===== config.mk =====
export PLATFORM = sky130hd
export DESIGN_NAME = legacy_cfg_port
export DESIGN_NICKNAME = d
export VERILOG_FILES = /design/src/rtl/cfgport_pkg.sv /design/src/rtl/cfg_key_seq.sv /design/src/rtl/cfg_glob_regs.sv /design/src/rtl/cfg_dev_bank.sv /design/src/rtl/legacy_cfg_port.sv
export SDC_FILE = /design/constraint.sdc
export NUM_CORES = 2
export LEC_CHECK = 0
export CAP_MARGIN = 20
export CORE_MARGIN = 4
export CORE_UTILIZATION = 40
export CTS_BUF_LIST = sky130_fd_sc_hd__clkbuf_2
export CTS_CLUSTER_DIAMETER = 40
export DETAILED_ROUTE_END_ITERATION = 10
export PLACE_DENSITY = 0.63
export RECOVER_POWER = 100
export SLEW_MARGIN = 30
export SYNTH_ARGS = -nofsm -noshare
export SYNTH_HDL_FRONTEND = slang
export SYNTH_SLANG_ARGS = --single-unit

===== constraint.sdc =====
create_clock -name clk -period 7 [get_ports clk]
set_input_delay 1.4 -clock clk [delete_from_list [all_inputs] [get_ports clk]]
set_output_delay 1.4 -clock clk [all_outputs]
set_load 0.01 [all_outputs]

===== src/rtl/cfgport_pkg.sv =====
package cfgport_pkg;

    localparam logic [7:0] EXIT_BYTE = 8'hAA;
    localparam logic [7:0] LDN_INDEX = 8'h07;
    localparam logic [7:0] IDLE_READ = 8'hFF;

    // Ordered unlock key; position i of the key sequence.
    function automatic logic [7:0] key_byte(input int unsigned pos);
        case (pos)
            0:       key_byte = 8'h87;
            1:       key_byte = 8'h01;
            2:       key_byte = 8'h55;
            default: key_byte = 8'h55;
        endcase
    endfunction

endpackage


===== src/rtl/cfg_key_seq.sv =====
module cfg_key_seq
    import cfgport_pkg::*;
#(
    parameter int KEY_LEN = 4
) (
    input  logic       clk,
    input  logic       rst_n,
    input  logic       idx_wr,
    input  logic [7:0] wdata,
    output logic       open_o
);
    localparam int STEP_W = (KEY_LEN > 1) ? $clog2(KEY_LEN) : 1;

    typedef struct packed {
        logic [STEP_W-1:0] step;
        logic              open;
    } key_state_t;

    key_state_t st_d, st_q;

    always_comb begin
        st_d = st_q;
        if (idx_wr) begin
            if (st_q.open) begin
                if (wdata == EXIT_BYTE) begin
                    st_d.open = 1'b0;
                    st_d.step = '0;
                end
            end else if (wdata == key_byte(int'(st_q.step))) begin
                if (int'(st_q.step) == KEY_LEN - 1) begin
                    st_d.open = 1'b1;
                    st_d.step = '0;
                end else begin
                    st_d.step = st_q.step + 1'b1;
                end
            end else begin
                // broken sequence: start over, this byte is not a key byte
                st_d.step = '0;
            end
        end
    end

    always_ff @(posedge clk) begin
        if (!rst_n) st_q <= '0;
        else        st_q <= st_d;
    end

    assign open_o = st_q.open;

    p_open_needs_last_key_r2: assert property (@(posedge clk) disable iff (!rst_n)
        $rose(open_o) |-> $past(idx_wr && wdata == key_byte(KEY_LEN - 1)));

    p_no_open_without_write_r3: assert property (@(posedge clk) disable iff (!rst_n)
        (!open_o && !idx_wr) |=> !open_o);

    p_exit_locks_r5: assert property (@(posedge clk) disable iff (!rst_n)
        (open_o && idx_wr && wdata == EXIT_BYTE) |=> !open_o);

endmodule


===== src/rtl/cfg_glob_regs.sv =====
module cfg_glob_regs #(
    parameter int NREG = 48
) (
    input  logic                    clk,
    input  logic                    rst_n,
    input  logic                    wr,
    input  logic [$clog2(NREG)-1:0] addr,
    input  logic [7:0]              wdata,
    output logic [7:0]              rdata
);
    typedef struct packed {
        logic [NREG-1:0][7:0] regs;
    } glob_state_t;

    glob_state_t st_d, st_q;

    always_comb begin
        st_d = st_q;
        for (int i = 0; i < NREG; i++) begin
            if (wr && int'(addr) == i) st_d.regs[i] = wdata;
        end
    end

    always_ff @(posedge clk) begin
        if (!rst_n) st_q <= '0;
        else        st_q <= st_d;
    end

    always_comb begin
        rdata = 8'h00;
        for (int i = 0; i < NREG; i++) begin
            if (int'(addr) == i) rdata = st_q.regs[i];
        end
    end

    p_glob_hold_r7: assert property (@(posedge clk) disable iff (!rst_n)
        !wr |=> $stable(st_q.regs));

endmodule


===== src/rtl/cfg_dev_bank.sv =====
module cfg_dev_bank #(
    parameter int NREG = 16
) (
    input  logic                    clk,
    input  logic                    rst_n,
    input  logic                    wr,
    input  logic [$clog2(NREG)-1:0] off,
    input  logic [7:0]              wdata,
    output logic [7:0]              rdata,
    output logic                    en_o
);
    localparam logic [7:0] ACT_RESET = 8'h01;

    typedef struct packed {
        logic [NREG-1:0][7:0] regs;
    } bank_state_t;

    bank_state_t st_d, st_q;

    always_comb begin
        st_d = st_q;
        for (int i = 0; i < NREG; i++) begin
            if (wr && int'(off) == i) st_d.regs[i] = wdata;
        end
    end

    always_ff @(posedge clk) begin
        if (!rst_n) begin
            st_q         <= '0;
            st_q.regs[0] <= ACT_RESET;
        end else begin
            st_q <= st_d;
        end
    end

    always_comb begin
        rdata = 8'h00;
        for (int i = 0; i < NREG; i++) begin
            if (int'(off) == i) rdata = st_q.regs[i];
        end
    end

    // activate register is offset 0; only its bit 0 enables the device
    assign en_o = st_q.regs[0][0];

    p_bank_hold_r8: assert property (@(posedge clk) disable iff (!rst_n)
        !wr |=> $stable(st_q.regs));

    p_en_follows_write_r8: assert property (@(posedge clk) disable iff (!rst_n)
        (wr && off == '0) |=> (en_o == $past(wdata[0])));

endmodule


===== src/rtl/legacy_cfg_port.sv =====
module legacy_cfg_port
    import cfgport_pkg::*;
#(
    parameter int              ADDR_W    = 16,
    parameter logic [15:0]     IDX_ADDR  = 16'h002E,
    parameter logic [15:0]     DAT_ADDR  = 16'h002F,
    parameter int              NDEV      = 8,
    parameter int              GLOB_REGS = 48,
    parameter int              BANK_BASE = 48,
    parameter int              BANK_REGS = 16,
    parameter int              KEY_LEN   = 4
) (
    input  logic              clk,
    input  logic              rst_n,
    input  logic [ADDR_W-1:0] io_addr,
    input  logic              io_wr,
    input  logic              io_rd,
    input  logic [7:0]        io_wdata,
    output logic [7:0]        io_rdata,
    output logic              cfg_open,
    output logic [NDEV-1:0]   dev_en
);
    localparam int LDN_W  = (NDEV > 1) ? $clog2(NDEV) : 1;
    localparam int OFF_W  = $clog2(BANK_REGS);
    localparam int GOFF_W = $clog2(GLOB_REGS);
    localparam int BANK_END = BANK_BASE + BANK_REGS;

    typedef struct packed {
        logic [7:0]       idx;
        logic [LDN_W-1:0] ldn;
        logic [7:0]       rdata;
    } top_state_t;

    top_state_t st_d, st_q;

    logic              idx_hit, dat_hit, idx_wr, dat_wr;
    logic              is_ldn, is_glob, is_bank;
    logic              glob_wr;
    logic [7:0]        glob_rd;
    logic [OFF_W-1:0]  bank_off;
    logic [NDEV-1:0]   bank_wr;
    logic [7:0]        bank_rd [NDEV];
    logic [7:0]        sel_bank_rd;
    logic [7:0]        rd_val;

    assign idx_hit = (io_addr == ADDR_W'(IDX_ADDR));
    assign dat_hit = (io_addr == ADDR_W'(DAT_ADDR));
    assign idx_wr  = io_wr && idx_hit;
    assign dat_wr  = io_wr && dat_hit && cfg_open;

    assign is_ldn  = (st_q.idx == LDN_INDEX);
    assign is_glob = !is_ldn && (int'(st_q.idx) < GLOB_REGS) && (int'(st_q.idx) < BANK_BASE);
    assign is_bank = (int'(st_q.idx) >= BANK_BASE) && (int'(st_q.idx) < BANK_END);
    assign glob_wr = dat_wr && is_glob;
    assign bank_off = OFF_W'(int'(st_q.idx) - BANK_BASE);

    cfg_key_seq #(.KEY_LEN(KEY_LEN)) u_key (
        .clk    (clk),
        .rst_n  (rst_n),
        .idx_wr (idx_wr),
        .wdata  (io_wdata),
        .open_o (cfg_open)
    );

    cfg_glob_regs #(.NREG(GLOB_REGS)) u_glob (
        .clk   (clk),
        .rst_n (rst_n),
        .wr    (glob_wr),
        .addr  (st_q.idx[GOFF_W-1:0]),
        .wdata (io_wdata),
        .rdata (glob_rd)
    );

    for (genvar d = 0; d < NDEV; d++) begin : g_dev
        assign bank_wr[d] = dat_wr && is_bank && (st_q.ldn == LDN_W'(d));

        cfg_dev_bank #(.NREG(BANK_REGS)) u_bank (
            .clk   (clk),
            .rst_n (rst_n),
            .wr    (bank_wr[d]),
            .off   (bank_off),
            .wdata (io_wdata),
            .rdata (bank_rd[d]),
            .en_o  (dev_en[d])
        );
    end

    always_comb begin
        sel_bank_rd = 8'h00;
        for (int d = 0; d < NDEV; d++) begin
            if (st_q.ldn == LDN_W'(d)) sel_bank_rd = bank_rd[d];
        end
    end

    always_comb begin
        rd_val = IDLE_READ;
        if (cfg_open) begin
            if (idx_hit) begin
                rd_val = st_q.idx;
            end else if (dat_hit) begin
                if (is_ldn)       rd_val = 8'(st_q.ldn);
                else if (is_glob) rd_val = glob_rd;
                else if (is_bank) rd_val = sel_bank_rd;
            end
        end
    end

    always_comb begin
        st_d = st_q;
        if (idx_wr && cfg_open && io_wdata != EXIT_BYTE) st_d.idx = io_wdata;
        if (dat_wr && is_ldn) st_d.ldn = io_wdata[LDN_W-1:0];
        if (io_rd) st_d.rdata = rd_val;
    end

    always_ff @(posedge clk) begin
        if (!rst_n) st_q <= '0;
        else        st_q <= st_d;
    end

    assign io_rdata = st_q.rdata;

    p_locked_read_ff_r4: assert property (@(posedge clk) disable iff (!rst_n)
        (!cfg_open && io_rd) |=> (io_rdata == IDLE_READ));

    p_locked_en_frozen_r4: assert property (@(posedge clk) disable iff (!rst_n)
        !cfg_open |=> $stable(dev_en));

    p_rdata_hold_r10: assert property (@(posedge clk) disable iff (!rst_n)
        !io_rd |=> $stable(io_rdata));

    p_one_bank_written_r7: assert property (@(posedge clk) disable iff (!rst_n)
        $onehot0(bank_wr));

    p_exit_keeps_idx_r5: assert property (@(posedge clk) disable iff (!rst_n)
        (idx_wr && io_wdata == EXIT_BYTE) |=> $stable(st_q.idx));

endmodule


==> results.py <==
metrics = {
    "status": {
        "status": "finished, violations left",
        "violations": "capacitance limit, slew limit",
    },
    "timing": {
        "final_hold_viol_count": 0,
        "finalSetupViolCount": 0,
        "slew_headroom": -1.678,
        "fmax_ghz": 0.1584,
        "tns_ns": 0,
        "fin_crit_sh": 0.9017,
        "slew_viol_final": 431,
        "grt_setup_unrepaired": "no",
        "skew_ns": 0.1987,
        "worst-slew-pin-transition_ns": 4.017,
        "post-route-min-period_ns": 6.312,
    },
    "logic_synthesis": {
        "syn_nets": 8543,
        "ys_dominant_reg_cell": "dfxtp_1",
        "synth_edf_count": 0,
        "synth-async-reset-ratio": 0,
        "yosysWarnings": 0,
        "synth_seq_cells": 1430,
        "synth_cells": 8510,
        "synth-seq-area-share": 0.4264,
        "synth_area_um2": 67140,
        "synth_cell_types": 94,
        "avgSynthCellArea_um2": 7.889,
    },
    "clocking": {
        "cts-htree-levels": 5,
        "clock_sinks": 1430,
        "numCtsBuffers": 397,
        "cts.clk_slew.worst_paths_ns": 0.11,
        "cts-resized-gates": 0,
        "cts_tree": "built",
        "clock-root-buffer": "clkbuf_2",
        "clock_path_buffers": 4,
        "clk_latency_ns": 1.91,
    },
    "die": {
        "die_w_um": 417.7,
        "core_um2": 167000,
        "initial_core_util": 0.4019,
        "fp.dieArea_um2": 174500,
        "rows": 150,
        "io_pins": 45,
        "die_y_um": 417.7,
    },
    "routing": {
        "ant_nets": 0,
        "wirelength_um": 300000,
        "avgRoutedWirePerCell_um": 27.34,
        "viasPerCell": 6.158,
        "firstDrtPassIters": 9,
        "drtIter0Drc": 9969,
        "routed-via-count": 67570,
        "drc": 0,
    },
    "setup_path": {
        "critPathLaunchType": "register",
        "crit_type": "register to register",
        "critPathMaxFanout": 55,
        "cp.arrival_ns": 8.03,
        "end_kind": "register",
        "worstPathRequired_ns": 8.72,
    },
    "flow_run": {
        "drv_cap": 5,
    },
    "power": {
        "p_per_area_nw_per_um2": 202.4,
        "p_total_w": 0.01464,
        "p_leak_nw": 22.38,
        "ir_worst_vdd_mv": 0.1060,
    },
    "final_layout": {
        "final_area_um2": 72300,
        "drive_above_1_share": 0.1134,
        "multi_input_area_um2": 35610,
        "final_common_cell": "nand2_1",
        "area_delta_synth_final_pct": 7.695,
        "nets": 8510,
        "seq_area_um2": 28640,
        "layout.cells.most_common_list": "3,139 x nand2_1, 1,426 x dfxtp_1, 1,389 x a21boi_0",
        "fin_util": 0.4329,
        "fin_cells": 10970,
        "num-fill-cells": 16900,
    },
    "worst_hold_path": {
        "hold_path_class": "primary input to register",
    },
    "placement": {
        "place_congestion": 0.9665,
        "io_buffers": 44,
        "placedCellCount": 10280,
        "hpwl_um": 185500,
        "dpl-instance-area_um2": 69310,
    },
    "global_routing": {
        "grt_pass1_vias": 61880,
        "grt_max_degree": 261,
        "antenna_found_initial": 23,
        "grt_pass1_wl_um": 428000,
        "grt_use_total": 0.3281,
        "grt_overflow": 0,
    },
}
-- cells in the mapped netlist, drive strengths merged (11+ instances only) --
cell type | number | share of area
nand4 | 20 | 0.0020
mux2 | 32 | 0.0054
o2bb2ai | 12 | 0.0016
a222oi | 29 | 0.0043
a32oi | 18 | 0.0023
nand2b | 22 | 0.0021
clkbuf | 443 | 0.025
o2111ai | 11 | 0.0014
and2 | 24 | 0.0022
nor2 | 331 | 0.030
buf | 208 | 0.017
nand3 | 76 | 0.0057
o21a | 18 | 0.0020
o31ai | 14 | 0.0016
a21boi | 1399 | 0.16
and3 | 22 | 0.0021
nor4 | 13 | 0.0016
a31oi | 26 | 0.0024
o221ai | 39 | 0.0051
a221oi | 49 | 0.0064
a211oi | 32 | 0.0036
nor2b | 30 | 0.0028
a22oi | 171 | 0.019
nor3 | 47 | 0.0049
o21ai | 196 | 0.015
o22ai | 73 | 0.0068
a22o | 32 | 0.0042
dfxtp | 1430 | 0.43
mux4 | 15 | 0.0050
a21oi | 179 | 0.013
nand2 | 3146 | 0.18
o211ai | 41 | 0.0046
mux2i | 102 | 0.015
-- report_power, final --
group	internal, W	switching [W]	leakage, nW
Sequential	0.00813	0.00000545	11.5
Combinational	0.000155	0.000348	8.21
Clock	0.00231	0.00369	2.65
-- per-stage QoR --
stage	setup slack (ns)	hold slack [ns]
floorplan	3.369	0.4259
global placement	1.468	0.4326
detailed placement	1.371	0.4371
CTS	1.902	0.03063
global route	0.9176	0.1106
finish	0.6882	0.1177
-- worst max-delay path: stages, from the launching register on --
cell	delay [ns]
dfxtp_4	0.61
buf_4	0.42
nand4b_1	0.69
clkbuf_1	1.35
o211a_1	0.53
nand2b_1	0.48
nor2_1	1.27
nand2_1	0.53
nand2_1	0.19
a21boi_0	0.10
-- cell type report --
type | count | area share
well taps | 2204 | 0.03814
clock buffers | 599 | 0.04146
clock inverters | 69 | 0.004482
inverters | 10 | 0.0005192
multi-input cells | 6419 | 0.4926
diodes | 23 | 0.0007960
flip-flops and latches | 1430 | 0.3962
repair buffers | 219 | 0.02587
-- path summary, 6_finish.rpt --
kind | startpoint | endpoint | slack (ns) | cells after the start
max | st_q[13]$_SDFFE_PN0P_ | u_glob.st_q[259]$_SDFFE_PN0P_ | 0.69 | 9
min | io_wdata[4] | u_glob.st_q[188]$_SDFFE_PN0P_ | 0.12 | 3
max reg2reg | st_q[13]$_SDFFE_PN0P_ | u_glob.st_q[259]$_SDFFE_PN0P_ | 0.69 | 9
min reg2reg | u_glob.st_q[291]$_SDFFE_PN0P_ | u_glob.st_q[291]$_SDFFE_PN0P_ | 0.46 | 2
-- kinds of logic (layout without fill, tap and decap cells) --
family	count (synthesis)	in the layout	synth area share
simple gates	3814	3814	0.2402
compound gates	2449	2449	0.2648
flops	1430	1430	0.4264
buf+inv	661	897	0.04188
mux	149	149	0.02561
fa+ha+maj	5	5	0.0009318
xor+xnor	2	2	0.0002610
other cells	0	23	0
-- repair_timing --
action | 4_1_cts | 5_1_grt
setup buffers | 0 | 0
hold buffers | 4 | 0
hold endpoints to repair | 98 | 0
-- state kept, by name, indices dropped and copies added (netlist names) --
signal / count
u_glob.st_q: 384
u_key.st_q: 2
g_dev.u_bank.st_q: 1016
st_q: 11
u_key.open_o: 1
io_rdata: 8
g_dev.u_bank.en_o: 8
-- per-layer routing --
| metal | global-route usage | up-vias | share of wire |
|---|---|---|---|
| met3 | 0.09656 | 1314 | 0.13 |
| li1 | - | 29270 | - |
| met2 | 0.4703 | 4929 | 0.41 |
| met1 | 0.4178 | 32040 | 0.38 |
| met4 | 0.2395 | 18 | 0.083 |
| met5 | 0 | - | 0.00042 |
Power figures use the tool's default switching activity.
